**config.mk**
```make
export PLATFORM = sky130hd
export DESIGN_NAME = adc_scan_seq
export DESIGN_NICKNAME = d
export VERILOG_FILES = /design/src/rtl/adc_seq_pkg.sv /design/src/rtl/adc_seq_cfg.sv /design/src/rtl/adc_seq_counter.sv /design/src/rtl/adc_seq_result.sv /design/src/rtl/adc_scan_seq.sv
export SDC_FILE = /design/constraint.sdc
export NUM_CORES = 1
export LEC_CHECK = 0
export ABC_CLOCK_PERIOD_IN_PS = 2000
export BUFFER_PORTS_ARGS = -buffer_cell sky130_fd_sc_hd__buf_2
export CAP_MARGIN = 40
export CORE_ASPECT_RATIO = 0.8
export CORE_MARGIN = 5
export CORE_UTILIZATION = 45
export CTS_CLUSTER_SIZE = 28
export DETAILED_ROUTE_END_ITERATION = 12
export HOLD_SLACK_MARGIN = 0.12
export PLACE_DENSITY = 0.74
export SETUP_SLACK_MARGIN = 0.15
export SYNTH_ARGS = -nofsm -noshare
export SYNTH_HDL_FRONTEND = slang
export SYNTH_SLANG_ARGS = --single-unit
```
**constraint.sdc**
```tcl
create_clock -name clk -period 2 [get_ports clk]
set_input_delay 0.1 -clock clk [delete_from_list [all_inputs] [get_ports clk]]
set_output_delay 0.1 -clock clk [all_outputs]
set_load 0.02 [all_outputs]
```
**src/rtl/adc_seq_pkg.sv**
```systemverilog
package adc_seq_pkg;

    localparam int CH_W    = 4;
    localparam int SMP_W   = 10;
    localparam int WORD_W  = 16;
    localparam int PAD_W   = WORD_W - SMP_W;

    typedef struct packed {
        logic            right;
        logic            multi;
        logic [CH_W-1:0] wrap;
    } seq_cfg_t;

    localparam seq_cfg_t CFG_RESET = '{right: 1'b0, multi: 1'b0, wrap: '1};

    function automatic logic [CH_W-1:0] next_chan(input logic [CH_W-1:0] cur,
                                                  input logic [CH_W-1:0] lim);
        return (cur == lim) ? '0 : cur + 1'b1;
    endfunction

    function automatic logic [WORD_W-1:0] place(input logic [SMP_W-1:0] smp,
                                                input logic right);
        return right ? {{PAD_W{1'b0}}, smp} : {smp, {PAD_W{1'b0}}};
    endfunction

endpackage

```
**src/rtl/adc_seq_cfg.sv**
```systemverilog
module adc_seq_cfg
    import adc_seq_pkg::*;
(
    input  logic     clk,
    input  logic     rst,
    input  logic     wr,
    input  logic [7:0] wdata,
    output seq_cfg_t cfg,
    output logic [7:0] rdata,
    output logic     err
);
    always_ff @(posedge clk) begin
        if (rst) begin
            cfg <= CFG_RESET;
            err <= 1'b0;
        end else if (wr) begin
            cfg.wrap  <= wdata[CH_W-1:0];
            cfg.multi <= wdata[4];
            cfg.right <= wdata[5];
            if (wdata[CH_W-1:0] == '0) err <= 1'b1;
        end
    end

    assign rdata = {2'b00, cfg.right, cfg.multi, cfg.wrap};

    AST_ERR_STICKY: assert property (@(posedge clk) disable iff (rst) err |=> err);
    AST_ZERO_WRAP_FLAGS: assert property (@(posedge clk) disable iff (rst)
        (wr && wdata[3:0] == 4'd0) |=> err);
endmodule

```
**src/rtl/adc_seq_counter.sv**
```systemverilog
module adc_seq_counter
    import adc_seq_pkg::*;
#(
    parameter int SEQ_LEN = 8,
    localparam int SLOT_W = (SEQ_LEN > 1) ? $clog2(SEQ_LEN) : 1
) (
    input  logic              clk,
    input  logic              rst,
    input  logic              abort,
    input  logic              go,
    input  logic [CH_W-1:0]   start_ch,
    input  logic              done,
    input  seq_cfg_t          cfg,
    output logic [CH_W-1:0]   chan,
    output logic              busy,
    output logic              accept,
    output logic [SLOT_W-1:0] slot
);
    localparam logic [SLOT_W-1:0] LAST = SLOT_W'(SEQ_LEN - 1);

    assign accept = busy && done && !abort;

    always_ff @(posedge clk) begin
        if (rst) begin
            chan <= '0;
            busy <= 1'b0;
            slot <= '0;
        end else if (abort) begin
            busy <= 1'b0;
        end else if (go && !busy) begin
            chan <= start_ch;
            busy <= 1'b1;
            slot <= '0;
        end else if (accept) begin
            if (slot == LAST) begin
                busy <= 1'b0;
            end else begin
                slot <= slot + 1'b1;
                if (cfg.multi) chan <= next_chan(chan, cfg.wrap);
            end
        end
    end

    AST_ABORT_CLEARS: assert property (@(posedge clk) disable iff (rst) abort |=> !busy);
    AST_WRAP_TO_ZERO: assert property (@(posedge clk) disable iff (rst)
        (accept && cfg.multi && chan == cfg.wrap && slot != LAST) |=> chan == '0);
    AST_SINGLE_HOLD: assert property (@(posedge clk) disable iff (rst)
        (busy && !cfg.multi && !abort) |=> $stable(chan));
    AST_START_LOADS: assert property (@(posedge clk) disable iff (rst)
        (go && !busy && !abort) |=> (busy && chan == $past(start_ch)));
endmodule

```
**src/rtl/adc_seq_result.sv**
```systemverilog
module adc_seq_result
    import adc_seq_pkg::*;
#(
    parameter int SLOT_W = 3
) (
    input  logic              clk,
    input  logic              rst,
    input  logic              accept,
    input  logic [SLOT_W-1:0] slot,
    input  logic [SMP_W-1:0]  smp,
    input  logic              right,
    output logic              res_wr,
    output logic [SLOT_W-1:0] res_idx,
    output logic [WORD_W-1:0] res_data
);
    always_ff @(posedge clk) begin
        if (rst) begin
            res_wr   <= 1'b0;
            res_idx  <= '0;
            res_data <= '0;
        end else begin
            res_wr <= accept;
            if (accept) begin
                res_idx  <= slot;
                res_data <= place(smp, right);
            end
        end
    end

    AST_ONE_SHOT: assert property (@(posedge clk) disable iff (rst)
        res_wr |-> $past(accept));
endmodule

```
**src/rtl/adc_scan_seq.sv**
```systemverilog
module adc_scan_seq
    import adc_seq_pkg::*;
#(
    parameter int SEQ_LEN = 8,
    localparam int SLOT_W = (SEQ_LEN > 1) ? $clog2(SEQ_LEN) : 1
) (
    input  logic              clk,
    input  logic              rst,
    input  logic              cfg_wr_i,
    input  logic [7:0]        cfg_wdata_i,
    output logic [7:0]        cfg_rdata_o,
    output logic              cfg_err_o,
    input  logic              start_i,
    input  logic [CH_W-1:0]   start_ch_i,
    input  logic              conv_done_i,
    input  logic [SMP_W-1:0]  conv_data_i,
    output logic [CH_W-1:0]   chan_o,
    output logic              busy_o,
    output logic              res_wr_o,
    output logic [SLOT_W-1:0] res_idx_o,
    output logic [WORD_W-1:0] res_data_o
);
    seq_cfg_t          cfg;
    logic              accept;
    logic [SLOT_W-1:0] slot;

    adc_seq_cfg u_cfg (
        .clk(clk), .rst(rst), .wr(cfg_wr_i), .wdata(cfg_wdata_i),
        .cfg(cfg), .rdata(cfg_rdata_o), .err(cfg_err_o)
    );

    adc_seq_counter #(.SEQ_LEN(SEQ_LEN)) u_cnt (
        .clk(clk), .rst(rst), .abort(cfg_wr_i), .go(start_i),
        .start_ch(start_ch_i), .done(conv_done_i), .cfg(cfg),
        .chan(chan_o), .busy(busy_o), .accept(accept), .slot(slot)
    );

    adc_seq_result #(.SLOT_W(SLOT_W)) u_res (
        .clk(clk), .rst(rst), .accept(accept), .slot(slot),
        .smp(conv_data_i), .right(cfg.right),
        .res_wr(res_wr_o), .res_idx(res_idx_o), .res_data(res_data_o)
    );

    AST_IDLE_NO_RESULT: assert property (@(posedge clk) disable iff (rst)
        !busy_o |=> !res_wr_o);
    AST_ABORT_NO_RESULT: assert property (@(posedge clk) disable iff (rst)
        cfg_wr_i |=> !res_wr_o);
endmodule

```
==> flow_metrics.py, run 1 <==
metrics = {
    "synth": {
        "yosys.area_share.simple": 0.209,
        "ys_top_cells_by_count": "dfxtp_1 (35), nor2_1 (20), a21oi_1 (19)",
        "mappedNetlistArea_sq_um": 1550,
        "async_flop_share": 0,
        "synthCells": 171,
        "ys.flop_type": "dfxtp_1",
        "yosysMostFrequentCell": "dfxtp_1",
        "ys_seq_area_frac": 0.453,
        "netlist-cell-type-count": 34,
        "synth_top_family_by_area": "simple AND/OR/NAND/NOR gates",
        "synthMuxAreaShare": 0.0388,
        "yosysTopAreaCell": "dfxtp_1",
        "synth_seq_cells": 35,
        "synth_xor_area_frac": 0.0227,
        "synth_warnings": 0,
        "synth_compound_area_frac": 0.195,
        "synth_edf_count": 0,
        "yosysTopAreaCellShare": 0.453,
        "synth_area_per_cell_sq_um": 9.04,
        "synthAdderAreaFrac": 0.0243,
        "ys_top_cells_by_area": "dfxtp_1 (45%), a21oi_1 (6.1%), nor2_1 (4.9%)",
    },
    "power": {
        "internal_power_mw": 1.12,
        "combPwrFrac": 0.130,
        "p_leak_nw": 0.889,
        "totalPowerFinal_mw": 1.49,
        "irDropWorstVdd_uv": 528,
        "switchingPower_mw": 0.368,
        "pwr_density_cell_nw_per_um2": 720,
        "power_frac_clock": 0.373,
        "seq_power_share": 0.497,
        "switching_share": 0.247,
    },
    "hold_path": {
        "min_path_cells": 3,
        "min_path_type": "primary input to register",
        "min_from": "start_ch_i[3]",
        "holdPathEnd": "u_cnt.chan[3]",
    },
    "global_routing": {
        "grt.met1_usage": 0.222,
        "grt_overflow": 0,
        "grt_max_degree": 37,
        "use_met2": 0.242,
        "track_usage": 0.164,
        "grt-busiest-layer": "met2",
        "antenna_found_initial": 0,
        "grt_pass1_wl_mm": 6.15,
        "use_met3": 0.0370,
        "grt_pass1_vias": 1321,
    },
    "clock_network": {
        "cts_buffer_depth": 2,
        "cts-root-buf": "clkbuf_8",
        "cts_made_buffers": 5,
        "ctsHtreeMaxLevel": 2,
        "cts_tree": "built",
        "numClockSinks": 35,
        "insertion_delay_ns": 0.28,
        "clk_pin_slew_ns": 0.07,
        "post_cts.repair.setup_buffers": 0,
    },
    "layout": {
        "utilization": 0.612,
        "antenna_cells": 0,
        "drive_above_1_share": 0.291,
        "nNetsFinal": 266,
        "stdcell_area_sq_um": 2060,
        "area_growth_syn_to_layout_pct": 33.5,
    },
    "timing": {
        "hold_violations": 0,
        "setup_violations": 0,
        "worst_pin_slew_ns": 0.683,
        "max_freq_mhz": 582,
        "timing.final.crit_share": 0.859,
        "min_period_ns": 1.72,
        "relSlewSlack": 0.544,
        "rsz0062_at_grt": "no",
        "drv_slew": 0,
        "fin_tns_setup_ns": 0,
        "clock-skew-final_ns": 0.00311,
    },
    "worst_setup_path": {
        "reg2reg_to": "u_cnt.chan[2]",
        "path_class": "register to register",
        "rrSetupSlack_ns": 0.28,
        "crit_fanout": 7,
        "r2r_start": "u_cnt.slot[0]",
        "worst-r2r-cell-count": 6,
        "cp-start-kind": "register",
        "end_kind": "register",
        "critPathArrivalTime_ns": 1.86,
        "required_ns": 2.14,
    },
    "floorplan": {
        "io_pins": 61,
        "dieArea_sq_um": 4720,
        "core_area_sq_um": 3380,
        "initial_utilization": 0.458,
        "rows": 19,
        "die_h_um": 62.4,
        "die_x_um": 75.5,
    },
    "route": {
        "ant_nets": 0,
        "dr.pass1.iters": 4,
        "drc": 0,
        "routed_wl_mm": 3.70,
        "viasPerCell": 5.06,
        "drtIter0Drc": 63,
        "wl_per_cell_um": 13.2,
        "vias": 1413,
    },
    "place": {
        "port_buffers": 56,
        "gp_congestion": 0.722,
        "hpwl_mm": 2.48,
        "dpl_cell_area_sq_um": 1820,
    },
    "run_status": {
        "status": "completed",
    },
    "flow_run": {
        "maxCapViolations": 0,
    },
}
[worst max path at each step]
stage | slack, ns | endpoint | start | cells past startpoint
after detailed placement | 0.28 | u_cnt.chan[2] | u_cnt.slot[0] | 6
final | 0.28 | u_cnt.chan[2] | u_cnt.slot[0] | 6
after global placement | 0.30 | u_cnt.chan[2] | u_cnt.slot[0] | 6
after floorplan | 0.43 | u_cnt.chan[2] | u_cnt.slot[0] | 6
after global routing | 0.16 | u_cnt.chan[2] | u_cnt.slot[0] | 6
after CTS | 0.27 | u_cnt.chan[2] | u_cnt.slot[0] | 6
[state kept, by name, indices dropped and copies added, names as in the netlist]
name and count:
u_res.res_data 16, u_cfg.cfg 6, u_cnt.chan 4, u_cnt.slot 3, u_res.res_idx 3, u_cfg.err 1, u_cnt.busy 1, u_res.res_wr 1
[stage by stage]
| step | cells | setup slack [ns] | hold WS, ns |
|---|---|---|---|
| 2_1_floorplan | 172 | 0.425 | 0.222 |
| 3_3_place_gp | 257 | 0.298 | 0.327 |
| 3_5_place_dp | 257 | 0.277 | 0.331 |
| 4_1_cts | 279 | 0.272 | 0.125 |
| 5_1_grt | 279 | 0.163 | 0.140 |
| 6_report | 279 | 0.282 | 0.126 |
[power by group through the flow]
stage	Clock [mW]	Combinational [mW]	Sequential [mW]
after CTS	0.562	0.192	0.739
after detailed placement	0	0.170	0.754
after floorplan	0	0.103	0.767
after global placement	0	0.169	0.755
after global routing	0.599	0.212	0.742
final	0.555	0.193	0.739
[cell usage in the layout, fill, tap and decap left out, types with 2 or more instances in the layout]
cell type / instances
buf_2: 56
dfxtp_1: 35
nor2_1: 20
a21oi_1: 19
nand2_1: 17
dlygate4sd3_1: 14
nand3_1: 7
clkbuf_8: 7
nor3b_1: 6
mux2i_1: 6
a211oi_1: 5
xnor2_1: 4
nor2b_1: 4
a211o_1: 4
nand2b_1: 3
o221ai_1: 3
inv_1: 3
ha_1: 3
a22oi_1: 2
o32ai_1: 2
conb_1: 2
[final cells by class]
cell class | count | area, sq um
fillers | 305 | 1310
multi-input cells | 120 | 772
flip-flops and latches | 35 | 701
repair buffers | 71 | 428
clock buffers | 8 | 100
well taps | 42 | 52.6
inverters | 3 | 11.3
[worst max-delay path: stages, from the launching register on]
cell	delay, ns
dfxtp_1	0.34
ha_1	0.20
ha_1	0.25
nand4b_1	0.25
a21oi_4	0.25
a21boi_0	0.20
o32ai_1	0.09
[routing by layer]
metal / part of all wire / up-vias
li1: - / 728
met1: 0.46 / 642
met2: 0.47 / 31
met3: 0.039 / 12
met4: 0.030 / 0
met5: 0 / -
[timing repair]
item / 4_1_cts / 5_1_grt
endpoints found under the hold margin: 14 / 0
gates resized for setup: 0 / 1
endpoints found under the setup margin: 0 / 1
hold buffers: 14 / 0
[kinds of logic (layout without fill, tap and decap cells)]
logic type / after synthesis / in the layout
xor gates and xnor gates: 4 / 4
DFF: 35 / 35
AOI/OAI and AO/OA: 42 / 42
buffers and inverters: 17 / 82
and+or+nand+nor: 63 / 63
muxes: 6 / 6
adders and majority gates: 3 / 3
other: 1 / 2
Power figures use the tool's default switching activity.
==> inputs of run 2 (changes only) <==
BUFFER_PORTS_ARGS = -buffer_cell sky130_fd_sc_hd__buf_4   (was -buffer_cell sky130_fd_sc_hd__buf_2)
==> flow_metrics.py, run 2 (synthesis results as in run 1) <==
metrics = {
    "run_status": {
        "status": "completed",
    },
    "global_routing": {
        "track_usage": 0.165,
        "grt_pass1_wl_mm": 6.09,
        "antenna_found_initial": 0,
        "grt_pass1_vias": 1311,
        "grt_overflow": 0,
        "grt_max_degree": 37,
    },
    "timing": {
        "setup_violations": 0,
        "fin_tns_setup_ns": 0,
        "rsz0062_at_grt": "no",
        "setup_ws_ns": 0.255,
        "max_freq_mhz": 573,
        "worst_pin_slew_ns": 0.695,
        "timing.final.crit_share": 0.873,
        "min_period_ns": 1.75,
        "relSlewSlack": 0.536,
        "clock-skew-final_ns": 0.00742,
        "hold_violations": 0,
        "drv_slew": 0,
    },
    "worst_setup_path": {
        "cp_slowest_cell": "dfxtp_1",
        "cp_cell_sequence": "ha_1 -> ha_1 -> nand4b_1 -> a21oi_4 -> buf_4 -> nor2_1 -> a211oi_1",
        "reg2reg_to": "u_cnt.chan[1]",
        "path_class": "register to register",
        "rrSetupSlack_ns": 0.25,
        "worstSetupStartpoint": "u_cnt.slot[0]",
        "r2r_start": "u_cnt.slot[0]",
        "crit_top_cell": "ha_1",
        "slowest_delay_ns": 0.34,
        "end_kind": "register",
        "required_ns": 2.19,
        "crit_end": "u_cnt.chan[1]",
        "cp-start-kind": "register",
        "critPathArrivalTime_ns": 1.94,
        "worst-r2r-cell-count": 7,
        "crit_fanout": 7,
    },
    "clock_network": {
        "cts_made_buffers": 5,
        "clk_pin_slew_ns": 0.07,
        "ctsHtreeMaxLevel": 2,
        "cts-root-buf": "clkbuf_8",
        "numClockSinks": 35,
        "insertion_delay_ns": 0.28,
        "cts_buffer_depth": 2,
        "cts_tree": "built",
    },
    "floorplan": {
        "rows": 19,
        "io_pins": 61,
        "dieArea_sq_um": 4720,
        "die_x_um": 75.5,
        "initial_utilization": 0.458,
        "die_h_um": 62.4,
        "core_area_sq_um": 3380,
    },
    "layout": {
        "regArea_sq_um": 701,
        "multiInputGateArea_sq_um": 772,
        "largest-register": "u_res.res_data",
        "nNetsFinal": 268,
        "num-fill-cells": 302,
        "area_growth_syn_to_layout_pct": 42.3,
        "antenna_cells": 0,
        "stdcell_count": 281,
        "top_regs": "u_res.res_data x16, u_cfg.cfg x6, u_cnt.chan x4",
        "drive_above_1_share": 0.293,
        "layout_common_cells": "buf_4 (59), dfxtp_1 (35), nor2_1 (20), a21oi_1 (19), nand2_1 (17)",
        "largest_reg_flops": 16,
        "layout_commonest_cell": "buf_4",
    },
    "power": {
        "pwr_density_cell_nw_per_um2": 653,
        "internal_power_mw": 1.07,
        "combPwrFrac": 0.153,
        "switching_share": 0.253,
        "totalPowerFinal_mw": 1.44,
        "irDropWorstVdd_uv": 456,
        "seq_power_share": 0.515,
        "power_frac_clock": 0.332,
        "p_leak_nw": 0.915,
        "switchingPower_mw": 0.364,
    },
    "route": {
        "ant_nets": 0,
        "routed_wl_mm": 3.82,
        "drtIter0Drc": 59,
        "dr.pass1.iters": 4,
        "drc": 0,
        "vias": 1405,
        "wl_per_cell_um": 13.6,
        "viasPerCell": 5.00,
    },
    "place": {
        "hpwl_mm": 2.60,
        "place_ws_ns": 0.242,
        "port_buffers": 56,
        "dp_cells": 256,
        "gp_congestion": 0.700,
    },
    "flow_run": {
        "maxCapViolations": 0,
    },
    "hold_path": {
        "min_path_type": "primary input to register",
    },
}
==> run 2: per-layer routing <==
metal,vias to the layer above,track usage,share of wire
met2,24,0.252,0.50
li1,729,-,-
met4,0,0.0699,0.017
met5,-,0,0
met3,7,0.0386,0.037
met1,645,0.220,0.45
==> run 2: how the worst min path moves through the flow <==
stage                         startpoint                end  slack (ns)  cells past startpoint
after floorplan           cfg_wdata_i[0]       u_cfg.cfg[0]        0.22                      1
after global placement    cfg_wdata_i[3]       u_cfg.cfg[3]        0.32                      2
after detailed placement  cfg_wdata_i[0]       u_cfg.cfg[0]        0.32                      2
after CTS                 conv_data_i[5]  u_res.res_data[5]        0.12                      3
after global routing      conv_data_i[5]  u_res.res_data[5]        0.13                      3
final                     conv_data_i[5]  u_res.res_data[5]        0.12                      3
==> run 2: repair_timing <==
item                                    4_1_cts  5_1_grt
hold buffers                                 14        0
endpoints found under the setup margin        0        3
buffers inserted                              0        3
hold endpoints to repair                     14        0
gates resized for setup                       0        2
==> run 2: worst max-delay path: cells and delay by family, from the launching register on <==
kind / cells / cell delay [ns]
AO/OA/AOI/OAI: 2 / 0.43
AND/OR/NAND/NOR: 2 / 0.28
adder cells (fa/ha/maj): 2 / 0.45
flip-flops: 1 / 0.34
buffers and inverters: 1 / 0.15
==> run 2: final cells by class <==
class / instances / share of cell area
flip-flops and latches: 35 / 0.318
clock buffers: 7 / 0.0347
clock inverters: 1 / 0.00227
repair buffers: 73 / 0.265
inverters: 3 / 0.00512
multi-input cells: 120 / 0.351
well taps: 42 / 0.0239
==> run 2: power groups by stage <==
stage / combinational, mW / sequential [mW] / clock (mW)
6_report: 0.221 / 0.741 / 0.477
4_1_cts: 0.214 / 0.741 / 0.492
2_1_floorplan: 0.103 / 0.767 / 0
5_1_grt: 0.239 / 0.744 / 0.523
3_5_place_dp: 0.191 / 0.756 / 0
3_3_place_gp: 0.189 / 0.756 / 0
==> run 2: per-stage QoR <==
step            util  area (sq um)  hold WS, ns
2_1_floorplan      -          1550        0.222
3_3_place_gp   0.577          1950        0.321
3_5_place_dp   0.577          1950        0.323
4_1_cts        0.643          2170        0.121
5_1_grt        0.652          2200        0.131
6_report       0.652          2200        0.117
